### config.mk
export PLATFORM = sky130hd
export DESIGN_NAME = ivt_top
export DESIGN_NICKNAME = d
export VERILOG_FILES = /design/src/rtl/ivt_pkg.sv /design/src/rtl/ivt_rst_sync.sv /design/src/rtl/ivt_prescaler.sv /design/src/rtl/ivt_counter.sv /design/src/rtl/ivt_ctrl.sv /design/src/rtl/ivt_top.sv
export SDC_FILE = /design/constraint.sdc
export NUM_CORES = 1
export LEC_CHECK = 0
export ABC_AREA = 1
export CAP_MARGIN = 10
export CORE_UTILIZATION = 57
export DETAILED_ROUTE_END_ITERATION = 10
export GPL_ROUTABILITY_DRIVEN = 0
export PLACE_DENSITY = 0.89
export SYNTH_ARGS = -nofsm -noshare
export SYNTH_HDL_FRONTEND = slang
export SYNTH_SLANG_ARGS = --single-unit
### constraint.sdc
create_clock -name clk -period 1.65 [get_ports clk]
set_clock_uncertainty 0.1 [all_clocks]
set_input_delay 0.33 -clock clk [delete_from_list [all_inputs] [get_ports clk]]
set_output_delay 0.33 -clock clk [all_outputs]
set_load 0.05 [all_outputs]
### src/rtl/ivt_pkg.sv
package ivt_pkg;

  typedef enum logic [1:0] {
    RATE_D1    = 2'b00,
    RATE_D8    = 2'b01,
    RATE_D64   = 2'b10,
    RATE_D1024 = 2'b11
  } rate_e;

  localparam int NUM_RATES = 4;

endpackage

### src/rtl/ivt_rst_sync.sv
module ivt_rst_sync #(
  parameter int STAGES = 2
) (
  input  logic clk,
  input  logic rst_n_in,
  output logic rst_n_out
);

  logic [STAGES-1:0] sync_q;

  always_ff @(posedge clk or negedge rst_n_in) begin
    if (!rst_n_in) begin
      sync_q <= '0;
    end else begin
      sync_q <= {sync_q[STAGES-2:0], 1'b1};
    end
  end

  assign rst_n_out = sync_q[STAGES-1];

endmodule

### src/rtl/ivt_prescaler.sv
module ivt_prescaler
  import ivt_pkg::*;
#(
  parameter int PRE_W = 10,
  parameter int SH1   = 3,
  parameter int SH2   = 6,
  parameter int SH3   = 10
) (
  input  logic  clk,
  input  logic  rst_n,
  input  logic  load,
  input  rate_e load_rate,
  input  rate_e cur_rate,
  input  logic  fast,
  output logic  tick
);

  localparam int SHIFTS [NUM_RATES] = '{0, SH1, SH2, SH3};

  logic [PRE_W-1:0] span_tab [NUM_RATES];
  logic [PRE_W-1:0] pre_q;
  logic [PRE_W-1:0] pre_d;
  logic             pre_en;
  logic             pre_zero;

  // One reload value per rate: interval minus one
  for (genvar gi = 0; gi < NUM_RATES; gi++) begin : g_span
    assign span_tab[gi] = PRE_W'((32'd1 << SHIFTS[gi]) - 32'd1);
  end

  assign pre_zero = (pre_q == '0);
  assign tick     = !load && (fast || pre_zero);
  assign pre_en   = load || !fast;

  always_comb begin
    pre_d = pre_q;
    if (load) begin
      pre_d = span_tab[load_rate];
    end else if (pre_zero) begin
      pre_d = span_tab[cur_rate];
    end else begin
      pre_d = pre_q - 1'b1;
    end
  end

  always_ff @(posedge clk or negedge rst_n) begin
    if (!rst_n) begin
      pre_q <= '0;
    end else if (pre_en) begin
      pre_q <= pre_d;
    end
  end

endmodule

### src/rtl/ivt_counter.sv
module ivt_counter #(
  parameter int CNT_W = 8
) (
  input  logic             clk,
  input  logic             rst_n,
  input  logic             load,
  input  logic [CNT_W-1:0] load_val,
  input  logic             tick,
  output logic [CNT_W-1:0] cnt,
  output logic             wrap
);

  logic [CNT_W-1:0] cnt_q;
  logic [CNT_W-1:0] cnt_d;
  logic             cnt_en;

  assign cnt_en = load || tick;
  assign wrap   = tick && (cnt_q == '0);
  assign cnt    = cnt_q;

  always_comb begin
    if (load) begin
      cnt_d = load_val;
    end else begin
      cnt_d = cnt_q - 1'b1;
    end
  end

  always_ff @(posedge clk or negedge rst_n) begin
    if (!rst_n) begin
      cnt_q <= '0;
    end else if (cnt_en) begin
      cnt_q <= cnt_d;
    end
  end

endmodule

### src/rtl/ivt_ctrl.sv
module ivt_ctrl
  import ivt_pkg::*;
(
  input  logic  clk,
  input  logic  rst_n,
  input  logic  wr,
  input  logic  rd,
  input  rate_e sel_rate,
  input  logic  sel_irq,
  input  logic  wrap,
  output rate_e rate,
  output logic  fast,
  output logic  flag,
  output logic  irq_en
);

  rate_e rate_q, rate_d;
  logic  fast_q, fast_d;
  logic  flag_q, flag_d;
  logic  en_q,   en_d;
  logic  upd;

  assign upd = wr || rd || wrap;

  always_comb begin
    rate_d = rate_q;
    fast_d = fast_q;
    flag_d = flag_q;
    en_d   = en_q;
    if (wr) begin
      rate_d = sel_rate;
      en_d   = sel_irq;
      flag_d = 1'b0;
      fast_d = 1'b0;
    end else begin
      if (rd) begin
        en_d = sel_irq;
      end
      if (wrap) begin
        flag_d = 1'b1;
        fast_d = 1'b1;
      end else if (rd) begin
        flag_d = 1'b0;
      end
    end
  end

  always_ff @(posedge clk or negedge rst_n) begin
    if (!rst_n) begin
      rate_q <= RATE_D1;
      fast_q <= 1'b0;
      flag_q <= 1'b0;
      en_q   <= 1'b0;
    end else if (upd) begin
      rate_q <= rate_d;
      fast_q <= fast_d;
      flag_q <= flag_d;
      en_q   <= en_d;
    end
  end

  assign rate   = rate_q;
  assign fast   = fast_q;
  assign flag   = flag_q;
  assign irq_en = en_q;

endmodule

### src/rtl/ivt_top.sv
module ivt_top
  import ivt_pkg::*;
#(
  parameter int CNT_W       = 8,
  parameter int SH1         = 3,
  parameter int SH2         = 6,
  parameter int SH3         = 10,
  parameter int SYNC_STAGES = 2
) (
  input  logic             clk,
  input  logic             rst_n,
  input  logic             tmr_wr,
  input  logic             tmr_rd,
  input  logic [1:0]       sel_rate,
  input  logic             sel_irq,
  input  logic [CNT_W-1:0] wr_data,
  output logic [CNT_W-1:0] cnt_out,
  output logic             tmo_flag,
  output logic             tmo_irq_en
);

  localparam int PRE_W = SH3;

  logic  rst_n_sync;
  logic  tick;
  logic  wrap;
  logic  fast;
  rate_e rate_cur;
  rate_e rate_sel;

  assign rate_sel = rate_e'(sel_rate);

  ivt_rst_sync #(
    .STAGES(SYNC_STAGES)
  ) u_rst_sync (
    .clk      (clk),
    .rst_n_in (rst_n),
    .rst_n_out(rst_n_sync)
  );

  ivt_prescaler #(
    .PRE_W(PRE_W),
    .SH1  (SH1),
    .SH2  (SH2),
    .SH3  (SH3)
  ) u_prescaler (
    .clk      (clk),
    .rst_n    (rst_n_sync),
    .load     (tmr_wr),
    .load_rate(rate_sel),
    .cur_rate (rate_cur),
    .fast     (fast),
    .tick     (tick)
  );

  ivt_counter #(
    .CNT_W(CNT_W)
  ) u_counter (
    .clk     (clk),
    .rst_n   (rst_n_sync),
    .load    (tmr_wr),
    .load_val(wr_data),
    .tick    (tick),
    .cnt     (cnt_out),
    .wrap    (wrap)
  );

  ivt_ctrl u_ctrl (
    .clk     (clk),
    .rst_n   (rst_n_sync),
    .wr      (tmr_wr),
    .rd      (tmr_rd),
    .sel_rate(rate_sel),
    .sel_irq (sel_irq),
    .wrap    (wrap),
    .rate    (rate_cur),
    .fast    (fast),
    .flag    (tmo_flag),
    .irq_en  (tmo_irq_en)
  );

endmodule

## After elaboration in Yosys (flattened, before gate mapping)

Index checks and enable logic that the tools add are counted.
Widths: inputs -> output; s select.

- Word-level logic and storage cells: 47
- Register bits: 25

- Add/sub/neg operators: 2
- Magnitude comparators: 2
- Reduce and logical (&&, ||, !) cells: 18
- Muxes and demuxes: 16
- Bitwise operators: 2

Operator list:

| kind | count |
|---|---|
| $mux 10 | 6 |
| $bmux 10 s2 | 2 |
| $logic_not 10->1 | 1 |
| $sub 10x1->10 const B | 1 |
| $logic_not 8->1 | 1 |
| $mux 8 | 1 |
| $reduce_and 2->1 | 4 |
| $sub 8x1->8 const B | 1 |
| $mux 1 | 7 |
| $ge 3x3->1 const B | 2 |
| $not 2->3 | 2 |
| $logic_or 1x1->1 | 5 |
| $reduce_bool 2->1 | 2 |
| $reduce_bool 3->1 | 1 |
| $logic_and 1x1->1 | 2 |
| $logic_not 1->1 | 2 |

## Longest topological paths before layout

- Depth after elaboration: 6
- Mapped depth: 9

## By module

A second synthesis with hierarchy kept.

- Cell total of the unflattened synthesis: 223
- Area total of the unflattened synthesis: 1571.5 µm²

By module, submodules not included:

| module | instances | cells an instance | area an instance (µm²) | seq. area each (µm²) |
|---|---|---|---|---|
| ivt_prescaler | 1 | 126 | 779.5 | 250.2 |
| ivt_counter | 1 | 73 | 551.8 | 200.2 |
| ivt_ctrl | 1 | 21 | 186.4 | 125.1 |
| ivt_rst_sync | 1 | 3 | 53.8 | 50.0 |

## Worst setup path after synthesis

No wires, ideal clock.

- Path kind: register to register
- From: register u_counter.cnt_q[0] (netlist: u_counter.cnt[0])
- To: register u_counter.cnt_q[6] (netlist: u_counter.cnt[6])
- Library setup time: 0.129 ns
- Stages on the path, launching flop included: 6
- Arrival time: 1.455 ns
- Slack: -0.034 ns
- Period minus slack after synthesis: 1.684 ns
- Cell sequence: dfrtp_1 > inv_1 > ha_1 > nand3_1 > xor2_1 > o211ai_2

- Word-level cells in the longest chain between the ends: 2

RTL lines:

| what | line | text |
|---|---|---|
| start: declaration | ivt_counter.sv:13 | `logic [CNT_W-1:0] cnt_q;` |
| start signal: assignment | ivt_counter.sv:33 | `cnt_q <= cnt_d;` |
| $sub 8x1->8 | ivt_counter.sv:25 | `cnt_d = cnt_q - 1'b1;` |
| $mux 8 | ivt_counter.sv:22 | `if (load) begin` |

Every way passes these cells.
A chain may end at the register's enable or synchronous reset.

## Worst setup path after layout

- From: register u_prescaler.pre_q[1]
- To: register u_prescaler.pre_q[3]

- Word-level cells in the longest chain between the ends: 3
- Elaborated cells on any way between the ends: 4
- Classes of those cells: add/sub: 1; mux: 2; reduce/logical: 1

RTL lines:

| what | line | text |
|---|---|---|
| start: declaration | ivt_prescaler.sv:21 | `logic [PRE_W-1:0] pre_q;` |
| start signal: assignment | ivt_prescaler.sv:50 | `pre_q <= pre_d;` |
| $sub 10x1->10 or $logic_not 10->1 (tied branches) | ivt_prescaler.sv:42, ivt_prescaler.sv:31 |  |
| $mux 10 (*) | ivt_prescaler.sv:39 | `end else if (pre_zero) begin` |
| $mux 10 (*) | ivt_prescaler.sv:37 | `if (load) begin` |

Every way passes the cells marked *; elsewhere a longest branch is shown, timed or not.

==> results.yml <==
critical_path:
  cpMaxStageDelayCell: "dfrtp_1"
  crit_type: "flop to flop"
  slowest_delay_ns: 0.40
  arrival_ns: 1.71
  required_ns: 1.75
  r2r_setup_slack_ns: 0.04
  crit_family: "simple AND/OR/NAND/NOR gates"
  cp_num_buf_inv: 2
  cp-end-kind: "flop"
  worstPathMaxFanout: 8
  crit_chain: "inv_1 -> ha_2 -> nand2_1 -> nor2_4 -> nand2_4 -> nand3_4 -> inv_6 -> o21ai_2 -> o211ai_2"
  start_kind: "flop"
global_route:
  grt_pass1_vias: 1336
  grt_pass1_wl_um: 5685
  antenna_found_initial: 0
  grt-ovfl-total: 0
  grt_usage_pct: 27.32
  grt_max_degree: 24
run_status:
  status: "completed"
timing:
  setup_slack_ns: 0.04237
  setup_viol_count_final: 0
  max_clock_freq_mhz: 622.0
  period_needed_ns: 1.608
  period_share_pct: 97.43
  hold_viol: 0
  setup_tns_ns: 0
  slew_viol_final: 0
power_and_ir_drop:
  power_uw: 1636
  power.leakage_uw: 0.001027
  p_clk_share_pct: 16.4
  p_comb_share_pct: 36.9
  p_int_uw: 1042
  p_sw_uw: 594.1
  peakVddDrop_v: 0.0007598
  powerDensity_nw_per_um2: 783.1
  p_sw_share_pct: 36.31
  p_seq_share_pct: 46.7
clock_tree:
  cts_tree: "built"
  root_buffer: "clkbuf_4"
  clock_path_buffers: 2
  path_clk_slew_ns: 0.13
  cts_hold_buf: 0
  insertion_delay_ns: 0.32
  htreeDepth: 1
  clkSinkCount: 25
  numCtsBuffers: 3
layout:
  layout.nets: 263
  multi_input_area_um2: 832.0
  register_area_um2: 626.9
  fill_cells: 154
  fin_area_um2: 2090
  fin_util_pct: 82.84
  diodes: 0
  drive_gt1_share_pct: 24.18
  area_delta_synth_final_pct: 33.92
placement:
  placed_area_um2: 2053
  place_ws_ns: -0.1021
  dp_hpwl_um: 2873
  portBuffers: 24
routing:
  detail-route-antenna-nets: 0
  wl_per_cell_um: 13.49
  vias: 1489
  drt_pass1_iterations: 4
  wirelength_um: 3697
  drt_iter0_markers: 36
  drc: 0
  via_per_inst: 5.434
logic_synthesis:
  synth.yosys.seq_area_share_pct: 40.10
  ys_warn_count: 0
  ys_ff_latch: 25
  yosys.area.top_type_share_pct: 40.10
  synth.net_count: 219
  syn_area_um2: 1560
  synth_area_leaders: "dfrtp_1 40%, nand2_1 13%, nor2_1 5.5%"
  yosysUniqueCellTypes: 29
  synth_area_per_cell_um2: 7.762
  syn_inst: 201
  synth_top_area_cell: "dfrtp_1"
floorplanning:
  coreArea_um2: 2522
  num_rows: 18
  fp.dieArea_um2: 2951
  num_io_pins: 25
  chipWidth_um: 54.32
  die_h_um: 54.32
  start_util_pct: 61.86
flow_run:
  drv_cap: 0
worst_hold_path:
  hp-class: "input pin to async pin"
==> repair_timing <==
action / in CTS / in global routing
resized for setup: 0 / 1
endpoints found under the setup margin: 0 / 9
setup buffers: 0 / 1
==> final timing paths <==
path                                      start                    to  cells past startpoint
setup / recovery           u_prescaler.pre_q[1]  u_prescaler.pre_q[3]                      9
hold / removal                            rst_n  u_rst_sync.sync_q[0]                      1
setup reg to reg           u_prescaler.pre_q[1]  u_prescaler.pre_q[3]                      9
hold reg to reg            u_rst_sync.sync_q[1]           u_ctrl.flag                      1
max in group asynchronous  u_rst_sync.sync_q[1]      u_counter.cnt[0]                      1
min in group clk           u_rst_sync.sync_q[0]  u_rst_sync.sync_q[1]                      0
==> power by group through the flow <==
stage	Combinational [uW]	Clock, uW	Sequential [uW]
after floorplan	258	0	842
after global placement	577	0	769
after detailed placement	594	0	771
after CTS	600	273	761
after global routing	653	297	769
final	603	269	764
==> cell families after synthesis <==
group,after synthesis,synth area share (%)
AOI/OAI and AO/OA,29,12.99
xor gates and xnor gates,6,3.368
adders and majority gates,3,2.406
buffers and inverters,26,6.736
DFF,25,40.10
muxes,1,0.7217
other,1,0.2403
and+or+nand+nor,110,33.44
==> registers in the layout (all words and copies together) (netlist names) <==
signal             count
u_rst_sync.sync_q      2
u_prescaler.pre_q     10
u_ctrl.irq_en          1
u_ctrl.fast            1
u_ctrl.rate            2
u_counter.cnt          8
u_ctrl.flag            1
==> through the flow <==
step,instances,hold WS (ns)
final,274,0.05837
after floorplan,201,-0.06559
after global placement,269,0.1187
after CTS,273,0.05463
after detailed placement,269,0.1233
after global routing,274,0.04730
==> routing by layer <==
metal | routed length [um] | vias to the layer above | track usage, %
li1 | - | 730 | -
met3 | 139 | 5 | 2.778
met2 | 1935 | 53 | 48.98
met1 | 1586 | 701 | 34.05
met5 | 0 | - | 0
met4 | 36 | 0 | 8.974
==> area by class of cell <==
| class | instances | share of cell area [%] |
|---|---|---|
| Clock buffer | 4 | 1.257 |
| Inverter | 23 | 4.371 |
| Multi-Input combinational cell | 150 | 39.82 |
| Sequential cell | 25 | 30.00 |
| Tap cell | 30 | 1.796 |
| Timing Repair Buffer | 42 | 22.75 |
==> cells in the final DEF, fill, tap and decap left out, types with 2 or more instances in the layout <==
master and count:
buf_12 10, o211ai_1 5, dfrtp_1 24, clkdlybuf4s50_1 14
nand2_2 7, nor2_4 3, o21ai_1 3, nand2_1 52
nand2_4 2, clkbuf_4 3, ha_1 2, o211ai_2 5
xor2_1 4, o21ai_2 2, inv_1 21, nand3_1 13
buf_4 18, nor3_1 3, nor2_2 3, xnor2_1 2
nor2_1 23, o21ai_0 6, a21oi_1 8
==> Yosys cell counts (all sizes together) <==
library cell  instances
mux2                  1
o211ai               10
nand3b                1
a21oi                 8
buf                   2
clkinv                1
nand3                15
dfrtp                25
inv                  22
nand4                 1
nor3                  3
conb                  1
xor2                  4
nor2                 29
o21ai                11
nand2                61
xnor2                 2
clkbuf                1
ha                    3
Note: power is estimated with default switching activity, not from simulation.
